**src/rtl/serdac_pkg.sv**
```systemverilog
package serdac_pkg;

    localparam int WORD_W   = 16;

    // pins that need edge detection come first
    localparam int PIN_SCK   = 0;
    localparam int PIN_FRAME = 1;
    localparam int PIN_XFER  = 2;
    localparam int PIN_RDBK  = 3;
    localparam int PIN_ZERO  = 4;
    localparam int NUM_EDGE  = 5;
    // level-only pins
    localparam int PIN_DIN   = 5;
    localparam int PIN_SLEEP = 6;
    localparam int NUM_PINS  = 7;

    // idle level of each pin, loaded into the sampling flops at reset
    localparam logic [NUM_PINS-1:0] PIN_IDLE = 7'b001_1111;

    typedef struct packed {
        logic sck_fall;
        logic sck_rise;
        logic frame_end;
        logic xfer_fall;
        logic rdbk_fall;
        logic zero_fall;
    } pin_evt_t;

    typedef struct packed {
        logic din;
        logic in_frame;
        logic xfer_low;
        logic rdbk_on;
        logic sleep;
    } pin_lvl_t;

    function automatic logic [WORD_W-1:0] push_bit(input logic [WORD_W-1:0] w,
                                                   input logic b);
        return {w[WORD_W-2:0], b};
    endfunction

endpackage

```
**src/rtl/serdac_pins.sv**
```systemverilog
module serdac_pins
    import serdac_pkg::*;
(
    input  logic                clk,
    input  logic                rst,
    input  logic [NUM_PINS-1:0] pins_raw,
    output pin_evt_t            evt,
    output pin_lvl_t            lvl
);

    logic [NUM_PINS-1:0] cur;
    logic [NUM_EDGE-1:0] prv;

    generate
        for (genvar i = 0; i < NUM_PINS; i++) begin : g_pin
            logic c_q;
            always_ff @(posedge clk) begin
                if (rst) c_q <= PIN_IDLE[i];
                else     c_q <= pins_raw[i];
            end
            assign cur[i] = c_q;

            if (i < NUM_EDGE) begin : g_edge
                logic p_q;
                always_ff @(posedge clk) begin
                    if (rst) p_q <= PIN_IDLE[i];
                    else     p_q <= c_q;
                end
                assign prv[i] = p_q;
            end
        end
    endgenerate

    always_comb begin
        evt.sck_fall  =  prv[PIN_SCK]   & ~cur[PIN_SCK];
        evt.sck_rise  = ~prv[PIN_SCK]   &  cur[PIN_SCK];
        evt.frame_end = ~prv[PIN_FRAME] &  cur[PIN_FRAME];
        evt.xfer_fall =  prv[PIN_XFER]  & ~cur[PIN_XFER];
        evt.rdbk_fall =  prv[PIN_RDBK]  & ~cur[PIN_RDBK];
        evt.zero_fall =  prv[PIN_ZERO]  & ~cur[PIN_ZERO];

        lvl.din      =  cur[PIN_DIN];
        lvl.in_frame = ~cur[PIN_FRAME];
        lvl.xfer_low = ~cur[PIN_XFER];
        lvl.rdbk_on  = ~cur[PIN_RDBK];
        lvl.sleep    =  cur[PIN_SLEEP];
    end

endmodule

```
**src/rtl/serdac_shift.sv**
```systemverilog
module serdac_shift
    import serdac_pkg::*;
#(
    parameter int RES = 12
)(
    input  logic           clk,
    input  logic           rst,
    input  logic           sck_fall,
    input  logic           in_frame,
    input  logic           din,
    output logic [RES-1:0] low_code,
    output logic           top_bit
);

    logic [WORD_W-1:0] sh_q;

    always_ff @(posedge clk) begin
        if (rst)                       sh_q <= '0;
        else if (sck_fall && in_frame) sh_q <= push_bit(sh_q, din);
    end

    assign low_code = sh_q[RES-1:0];
    assign top_bit  = sh_q[WORD_W-1];

endmodule

```
**src/rtl/serdac_hold.sv**
```systemverilog
module serdac_hold #(
    parameter int RES = 12
)(
    input  logic           clk,
    input  logic           rst,
    input  logic           xfer_fall,
    input  logic           frame_end,
    input  logic           xfer_low,
    input  logic           zero_fall,
    input  logic           sleep_lvl,
    input  logic [RES-1:0] new_code,
    output logic [RES-1:0] held_code,
    output logic [RES-1:0] code_out,
    output logic           zeroed,
    output logic           asleep
);

    logic           load;
    logic [RES-1:0] held_q;
    logic           zero_q;
    logic           sleep_q;

    assign load = xfer_fall || (frame_end && xfer_low);

    always_ff @(posedge clk) begin
        if (rst) begin
            held_q  <= '0;
            zero_q  <= 1'b0;
            sleep_q <= 1'b0;
        end else begin
            sleep_q <= sleep_lvl;
            if (load)           held_q <= new_code;
            if (zero_fall)      zero_q <= 1'b1;
            else if (load)      zero_q <= 1'b0;
        end
    end

    assign held_code = held_q;
    assign code_out  = zero_q ? '0 : held_q;
    assign zeroed    = zero_q;
    assign asleep    = sleep_q;

endmodule

```
**src/rtl/serdac_readout.sv**
```systemverilog
module serdac_readout
    import serdac_pkg::*;
#(
    parameter int RES = 12
)(
    input  logic           clk,
    input  logic           rst,
    input  logic           rdbk_fall,
    input  logic           rdbk_on,
    input  logic           sck_rise,
    input  logic [RES-1:0] held_code,
    input  logic           chain_bit,
    output logic           dout_bit,
    output logic           dout_oe
);

    localparam int PAD_W = WORD_W - RES;

    logic [WORD_W-1:0] rb_q;
    logic              sel_q;

    always_ff @(posedge clk) begin
        if (rst) begin
            rb_q  <= '0;
            sel_q <= 1'b0;
        end else begin
            sel_q <= rdbk_on;
            if (rdbk_fall)             rb_q <= {{PAD_W{1'b0}}, held_code};
            else if (rdbk_on && sck_rise) rb_q <= push_bit(rb_q, 1'b0);
        end
    end

    assign dout_bit = sel_q ? rb_q[WORD_W-1] : chain_bit;
    assign dout_oe  = ~dout_bit;

endmodule

```
**src/rtl/serdac_frontend.sv**
```systemverilog
module serdac_frontend
    import serdac_pkg::*;
#(
    parameter int RES = 12
)(
    input  logic           clk,
    input  logic           rst,
    input  logic           sck,
    input  logic           frame_n,
    input  logic           ser_din,
    input  logic           xfer_n,
    input  logic           rdbk_n,
    input  logic           zero_n,
    input  logic           sleep,
    output logic [RES-1:0] code_out,
    output logic           zeroed,
    output logic           asleep,
    output logic           ser_dout_bit,
    output logic           ser_dout_oe
);

    logic [NUM_PINS-1:0] pins_raw;
    pin_evt_t            evt;
    pin_lvl_t            lvl;
    logic [RES-1:0]      shift_code;
    logic                shift_top;
    logic [RES-1:0]      held_code;

    always_comb begin
        pins_raw            = '0;
        pins_raw[PIN_SCK]   = sck;
        pins_raw[PIN_FRAME] = frame_n;
        pins_raw[PIN_XFER]  = xfer_n;
        pins_raw[PIN_RDBK]  = rdbk_n;
        pins_raw[PIN_ZERO]  = zero_n;
        pins_raw[PIN_DIN]   = ser_din;
        pins_raw[PIN_SLEEP] = sleep;
    end

    serdac_pins u_pins (
        .clk      (clk),
        .rst      (rst),
        .pins_raw (pins_raw),
        .evt      (evt),
        .lvl      (lvl)
    );

    serdac_shift #(.RES(RES)) u_shift (
        .clk      (clk),
        .rst      (rst),
        .sck_fall (evt.sck_fall),
        .in_frame (lvl.in_frame),
        .din      (lvl.din),
        .low_code (shift_code),
        .top_bit  (shift_top)
    );

    serdac_hold #(.RES(RES)) u_hold (
        .clk       (clk),
        .rst       (rst),
        .xfer_fall (evt.xfer_fall),
        .frame_end (evt.frame_end),
        .xfer_low  (lvl.xfer_low),
        .zero_fall (evt.zero_fall),
        .sleep_lvl (lvl.sleep),
        .new_code  (shift_code),
        .held_code (held_code),
        .code_out  (code_out),
        .zeroed    (zeroed),
        .asleep    (asleep)
    );

    serdac_readout #(.RES(RES)) u_readout (
        .clk       (clk),
        .rst       (rst),
        .rdbk_fall (evt.rdbk_fall),
        .rdbk_on   (lvl.rdbk_on),
        .sck_rise  (evt.sck_rise),
        .held_code (held_code),
        .chain_bit (shift_top),
        .dout_bit  (ser_dout_bit),
        .dout_oe   (ser_dout_oe)
    );

endmodule

```
**config.mk**
```make
export PLATFORM = sky130hd
export DESIGN_NAME = serdac_frontend
export DESIGN_NICKNAME = d
export VERILOG_FILES = /design/src/rtl/serdac_pkg.sv /design/src/rtl/serdac_pins.sv /design/src/rtl/serdac_shift.sv /design/src/rtl/serdac_hold.sv /design/src/rtl/serdac_readout.sv /design/src/rtl/serdac_frontend.sv
export SDC_FILE = /design/constraint.sdc
export NUM_CORES = 1
export LEC_CHECK = 0
export BUFFER_PORTS_ARGS = -buffer_cell sky130_fd_sc_hd__buf_2
export CAP_MARGIN = 20
export CORE_ASPECT_RATIO = 0.9
export CORE_MARGIN = 2
export CORE_UTILIZATION = 43
export CTS_CLUSTER_SIZE = 20
export DETAILED_ROUTE_END_ITERATION = 12
export GPL_ROUTABILITY_DRIVEN = 1
export GPL_TIMING_DRIVEN = 1
export PLACE_DENSITY_LB_ADDON = 0.2
export REMOVE_ABC_BUFFERS = 1
export SLEW_MARGIN = 15
export SYNTH_ARGS = -nofsm -noshare
export SYNTH_HDL_FRONTEND = slang
export SYNTH_SLANG_ARGS = --single-unit
```
**constraint.sdc**
```tcl
create_clock -name clk -period 1.2 [get_ports clk]
set_clock_uncertainty 0.05 [all_clocks]
set_input_delay 0.24 -clock clk [delete_from_list [all_inputs] [get_ports clk]]
set_output_delay 0.24 -clock clk [all_outputs]
set_load 0.1 [all_outputs]
```
==> qor.yml, run 1 <==
floorplan:
  core_um2: 5290
  rows: 25
  ios: 25
  die_y_um: 74.5
  start_util_pct: 44.9
  dieWidth_um: 82.3
  die_area_um2: 6130
logic_synthesis:
  synth_ff_type: "dfxtp_1"
  synthTopCellsByArea: "dfxtp_1, mux2i_1, nand2_1, a21oi_1, nor2b_1"
  syn_area_um2: 2370
  netlist_instances: 258
  yosysWarnings: 0
  syn_area_per_cell_um2: 9.20
  synthArstFlopShare_pct: 0
  synth_top_cell_area_share_pct: 49.7
  ys_seq_area_share_pct: 49.7
  synth_top_area_cell: "dfxtp_1"
  yosysMostFrequentCell: "dfxtp_1"
  synthTopCellsByCount: "dfxtp_1, nand2_1, a21oi_1, mux2i_1, nor2b_1"
  synth_edf_count: 0
  ys_seq_elements: 59
  synthDistinctLibCells: 26
final_layout:
  diodes: 0
  finalNetCount: 320
  nFillCells: 394
  syn_to_final_growth_pct: 54.1
  final_cells: 382
  drive_gt1_share_pct: 45.4
  final_area_um2: 3660
power:
  p_sw_share_pct: 22.7
  ir_drop_uv: 721
  pwr-share-clk_pct: 42.8
  pwr_density_cell_nw_per_um2: 1210
  power_switching_w: 0.00100
  static-leakage-power_nw: 1.36
  internal_power_w: 0.00341
  p_comb_share_pct: 10.7
  p_seq_share_pct: 46.5
route:
  via_count: 1992
  drc: 0
  dr.pass1.iters: 4
  initialDrtViolationCount: 80
  final_antenna_net_count: 0
  routed_via_density: 5.21
  wl_per_cell_um: 14.8
  detail_route.wirelength_um: 5670
clocking:
  cts_hold_buffers: 0
  h-tree-depth: 3
  clkTransAtPathRegs_ns: 0.06
  cts_root_buf: "clkbuf_8"
  cts_sinks: 59
  cts_tree: "yes"
  cts_inserted_buffers: 9
  max-clock-path-buffers: 2
  clock_latency_ns: 0.33
worst_setup_path:
  max_stage_delay_ns: 0.33
  start_kind: "flop"
  crit_family: "flip-flops"
  worstSetupEndpointType: "output pin"
  r2r_slack_ns: -0.10
  reg2reg_from: "u_hold.zeroed"
  reg2reg_depth: 5
  crit_type: "flop to output pin"
  crit_buf_inv: 2
  cp.required_ns: 0.91
  reg2reg_to: "u_hold.zeroed"
  cpMaxStageDelayCell: "dfxtp_2"
  cp.arrival_ns: 1.22
  cp_max_fo: 2
  cp_cell_sequence: "mux2i_2, buf_4, buf_12"
timing:
  rsz0062_at_grt: "true"
  whs_ns: 0.0338
  fin_crit_sh_pct: 125
  drv_slew: 0
  setup_viol: 38
  timing.setup.tns_ns: -4.63
  hold_viol: 0
  min_period_ns: 1.51
  tightest_slew_ns: 0.302
  fmax_ghz: 0.664
  slew_headroom_pct: 79.6
  setup_slack_ns: -0.305
job:
  maxCapViolations: 0
placement:
  portBuffers: 24
  hpwl_um: 3280
  dp_slack_ns: -0.0912
  placement.cell_area_um2: 2950
  placedCellCount: 358
  globalplace.congestion: 0.762
grt:
  grt_pass1_vias: 1848
  grt_util_all_layers_pct: 19.1
  antenna_found_initial: 0
  grt_max_degree: 20
  grt_overflow: 0
  grt_pass1_wl_um: 8690
worst_hold_path:
  min_to: "u_pins.g_pin[0].c_q"
  holdCritPathClass: "primary input to flop"
  hold_depth: 2
  hp-start: "sck"
outcome:
  violations: "negative setup slack"
  status: "complete, but fails checks"
-- worst max path at each step --
stage / cells past startpoint / slack (ns) / to / start
after floorplan: 2 / -2.06 / ser_dout_bit / u_readout.sel_q
after global placement: 4 / -0.05 / u_readout.rb_q[5] / u_pins.g_pin[0].g_edge.p_q
after detailed placement: 4 / -0.09 / u_readout.rb_q[3] / u_pins.g_pin[0].g_edge.p_q
after CTS: 3 / -0.33 / ser_dout_oe / u_readout.sel_q
after global routing: 3 / -0.37 / ser_dout_oe / u_readout.sel_q
final: 3 / -0.31 / ser_dout_oe / u_readout.sel_q
-- registers in the layout (all words and copies together), names as in the netlist --
| name | count |
|---|---|
| u_hold.held_code | 12 |
| u_hold.asleep | 1 |
| u_readout.sel_q | 1 |
| u_shift.sh_q | 16 |
| u_hold.zeroed | 1 |
| u_pins.g_pin.g_edge.p_q | 5 |
| u_pins.g_pin.c_q | 7 |
| u_readout.rb_q | 16 |
-- per-layer routing --
metal,track usage [%],vias up,wire [um]
met2,30.6,41,2750
li1,-,975,-
met4,6.11,0,68
met1,23.9,968,2630
met3,7.28,8,223
met5,0,-,0
-- per-stage QoR --
step / total power [W] / utilization (%)
after floorplan: 0.00225 / -
after global placement: 0.00240 / 55.9
after detailed placement: 0.00241 / 55.9
after CTS: 0.00438 / 64.9
after global routing: 0.00460 / 69.2
final: 0.00442 / 69.2
-- layout make-up --
| class | count | area [um2] | area share [%] |
|---|---|---|---|
| clock buffer | 14 | 183 | 4.99 |
| clock inverter | 1 | 30.0 | 0.821 |
| inverter | 4 | 15.0 | 0.410 |
| multi-input combinational | 177 | 1400 | 38.3 |
| sequential | 59 | 1200 | 32.7 |
| tap | 67 | 83.8 | 2.29 |
| timing repair buffer | 60 | 749 | 20.5 |
-- cells by family after synthesis --
kind of cell / after synthesis / synth area share, %
and+or+nand+nor: 107 / 22.4
DFF: 59 / 49.7
AOI/OAI and AO/OA: 42 / 11.0
muxes: 28 / 11.8
buffers and inverters: 22 / 5.06
-- cells in the final DEF (no fill, tap or decap), types with 4 or more instances in the layout --
cell type / n
nor2b_4: 12
or2_2: 9
a21oi_2: 11
buf_12: 19
nor3_1: 4
o311ai_4: 4
buf_2: 8
nand2_1: 47
nor2b_1: 4
dfxtp_1: 53
mux2i_1: 27
nand2_2: 8
buf_6: 15
buf_4: 16
a21oi_1: 16
clkbuf_8: 13
nand2b_1: 10
o311ai_2: 5
-- power by group through the flow --
stage	Combinational, W	Clock (W)	Sequential [W]
2_1_floorplan	0.000139	0	0.00211
3_3_place_gp	0.000324	0	0.00208
3_5_place_dp	0.000326	0	0.00208
4_1_cts	0.000407	0.00193	0.00205
5_1_grt	0.000503	0.00204	0.00206
6_report	0.000473	0.00189	0.00205
-- what timing repair did --
item | CTS | global route
endpoints found under the setup margin | 51 | 54
setup buffers | 2 | 4
pin swaps | 1 | 12
cloned | 1 | 3
resized for setup | 68 | 47
No activity file was read; power rests on OpenSTA's default activity.
==> run 2, diff against run 1 <==
- CORE_UTILIZATION: 43 -> 50
==> run 2 against run 1 <==
- the run still ends with negative setup slack left
- critical path depth did not move
- cell count fell by 4.2%
- hold slack improved by 0.0022 ns
- sequential power barely moved
- utilization rose by 13 points
- non-clock buffer count fell by 12
==> qor.yml, run 2 (synthesized netlist as in run 1, its figures left out) <==
worst_hold_path:
  hp-start: "rdbk_n"
  hold_depth: 2  # unchanged
  min_to: "u_pins.g_pin[3].c_q"
  holdCritPathClass: "primary input to flop"
floorplan:
  die_y_um: 69.4  # -6.9%
  dieWidth_um: 76.6  # -6.9%
  rows: 23  # -8.0%
  ios: 25  # unchanged
  core_um2: 4520  # -15%
  start_util_pct: 52.6  # +7.6 points
  die_area_um2: 5320  # -13%
route:
  routed.top_layer: "met4"
  detail_route.wirelength_um: 6160  # +8.6%
  final_antenna_net_count: 0  # unchanged
  wl_per_cell_um: 16.8  # +13%
  routed-wl-met2_um: 3120  # +14%
  wl_met1_um: 2760  # +4.9%
  routed_via_density: 5.45  # +4.5%
  wl_met3_um: 188  # -16%
  via_count: 1995  # +0.15%
  drc: 0  # unchanged
  dr.pass1.iters: 4  # unchanged
  initialDrtViolationCount: 97  # +21%
timing:
  fmax_ghz: 0.673  # +1.3%
  rsz0062_at_grt: "true"
  drv_slew: 0  # unchanged
  hold_viol: 0  # unchanged
  fin_crit_sh_pct: 124  # -1.7 points
  setup_viol: 32  # -16%
  slew_headroom_pct: 75.4  # -4.2 points
  setup_slack_ns: -0.286  # +0.0198 ns
  tightest_slew_ns: 0.364  # +0.0625 ns
  min_period_ns: 1.49  # -0.0198 ns
placement:
  placedCellCount: 343  # -4.2%
  globalplace.congestion: 0.763  # +0.13%
  hpwl_um: 3080  # -6.2%
  dp_slack_ns: -0.144  # -0.0525 ns
  placement.cell_area_um2: 2900  # -1.9%
  portBuffers: 24  # unchanged
clocking:
  max-clock-path-buffers: 2  # unchanged
  cts_hold_buffers: 0  # unchanged
  h-tree-depth: 3  # unchanged
  clock_latency_ns: 0.33  # about the same
  cts_sinks: 59  # unchanged
  cts_inserted_buffers: 9  # unchanged
  cts_root_buf: "clkbuf_8"
  cts_tree: "yes"
  clkTransAtPathRegs_ns: 0.06  # about the same
worst_setup_path:
  cp_max_fo: 2  # unchanged
  cp.arrival_ns: 1.20  # -0.02 ns
  start_kind: "flop"
  r2r_slack_ns: -0.08  # +0.02 ns
  worstSetupEndpointType: "output pin"
  crit_buf_inv: 2  # unchanged
  cpMaxStageDelayCell: "dfxtp_2"
  reg2reg_to: "u_shift.sh_q[8]"
  crit_type: "flop to output pin"
  cp_cell_sequence: "mux2i_1, buf_4, buf_12"
  crit_family: "flip-flops"
  reg2reg_from: "u_pins.g_pin[0].c_q"
  max_stage_delay_ns: 0.32  # about the same
  cp.required_ns: 0.91  # about the same
  reg2reg_depth: 5  # unchanged
final_layout:
  final_common_cell: "dfxtp_1"
  diodes: 0  # unchanged
  finalNetCount: 308  # -3.8%
  final_area_um2: 3720  # +1.5%
  final_util_pct: 82.2  # +13 points
  nFillCells: 251  # -36%
  final_cell_mix: "dfxtp_1, nand2_1, mux2i_1"
  syn_to_final_growth_pct: 56.5
  final_cells: 366  # -4.2%
  seq_area_um2: 1200  # +0.42%
  multi_input_area_um2: 1480  # +5.7%
  drive_gt1_share_pct: 48.0  # +2.6 points
power:
  pwr_density_cell_nw_per_um2: 1300  # +8.0%
  ir_drop_uv: 1100  # +53%
  static-leakage-power_nw: 1.45  # +6.6%
job:
  maxCapViolations: 0  # unchanged
grt:
  grt_pass1_wl_um: 8640  # -0.64%
  grt_max_degree: 38  # +90%
  grt_pass1_vias: 1794  # -2.9%
  grt_util_all_layers_pct: 20.8  # +1.7 points
  grt_overflow: 0  # unchanged
  antenna_found_initial: 0  # unchanged
outcome:
  violations: "negative setup slack"
  status: "complete, but fails checks"
-- run 2: power by group --
group / internal [W] / total (W) / leakage, nW / switching [W]
clock: 0.00155 / 0.00232 / 0.133 / 0.000773
sequential: 0.00200 / 0.00206 / 0.481 / 0.0000511
combinational: 0.000221 / 0.000468 / 0.840 / 0.000248
total: 0.00377 / 0.00484 / 1.45 / 0.00107
-- run 2: routing by layer --
metal,global-route usage (%),vias to the layer above
met3,7.03,13
met4,8.89,0
li1,-,949
met1,25.9,1000
met5,0,-
met2,32.9,33
-- run 2: worst register-to-register path, stage by stage, from the launching register on --
cell and delay (ns):
dfxtp_2 0.33, buf_6 0.12, nor3b_4 0.28, buf_6 0.24
nand2_4 0.06, a21oi_2 0.13
-- run 2: what timing repair did --
item / CTS / global route
gates cloned: 2 / 2
setup buffers: 2 / 1
pin swaps: 2 / 21
endpoints found under the hold margin: 0 / 0
setup endpoints to repair: 52 / 61
resized for setup: 57 / 71
-- run 2: cell type report --
class | count | share of cell area (%)
inverters | 4 | 0.404
repair buffers | 48 | 18.3
flip-flops and latches | 59 | 32.3
multi-input cells | 177 | 39.9
well taps | 62 | 2.09
clock inverters | 4 | 2.56
clock buffers | 12 | 4.44
-- run 2: per-stage QoR --
stage / power (W) / setup TNS (ns) / hold WS (ns)
global placement: 0.00239 / -0.464 / 0.372
detailed placement: 0.00239 / -1.15 / 0.378
CTS: 0.00476 / -3.87 / 0.0214
floorplan: 0.00225 / -37.09 / 0.259
global route: 0.00499 / -6.67 / 0.0237
finish: 0.00484 / -4.92 / 0.0360
-- run 2: worst max-delay path by stage --
stage                                   end                  startpoint  cells after the start
after global placement    u_readout.rb_q[4]  u_pins.g_pin[0].g_edge.p_q                      4
after detailed placement  u_readout.rb_q[4]  u_pins.g_pin[0].g_edge.p_q                      4
final                           ser_dout_oe             u_readout.sel_q                      3
after CTS                       ser_dout_oe             u_readout.sel_q                      3
after floorplan                ser_dout_bit             u_readout.sel_q                      2
after global routing            ser_dout_oe             u_readout.sel_q                      3
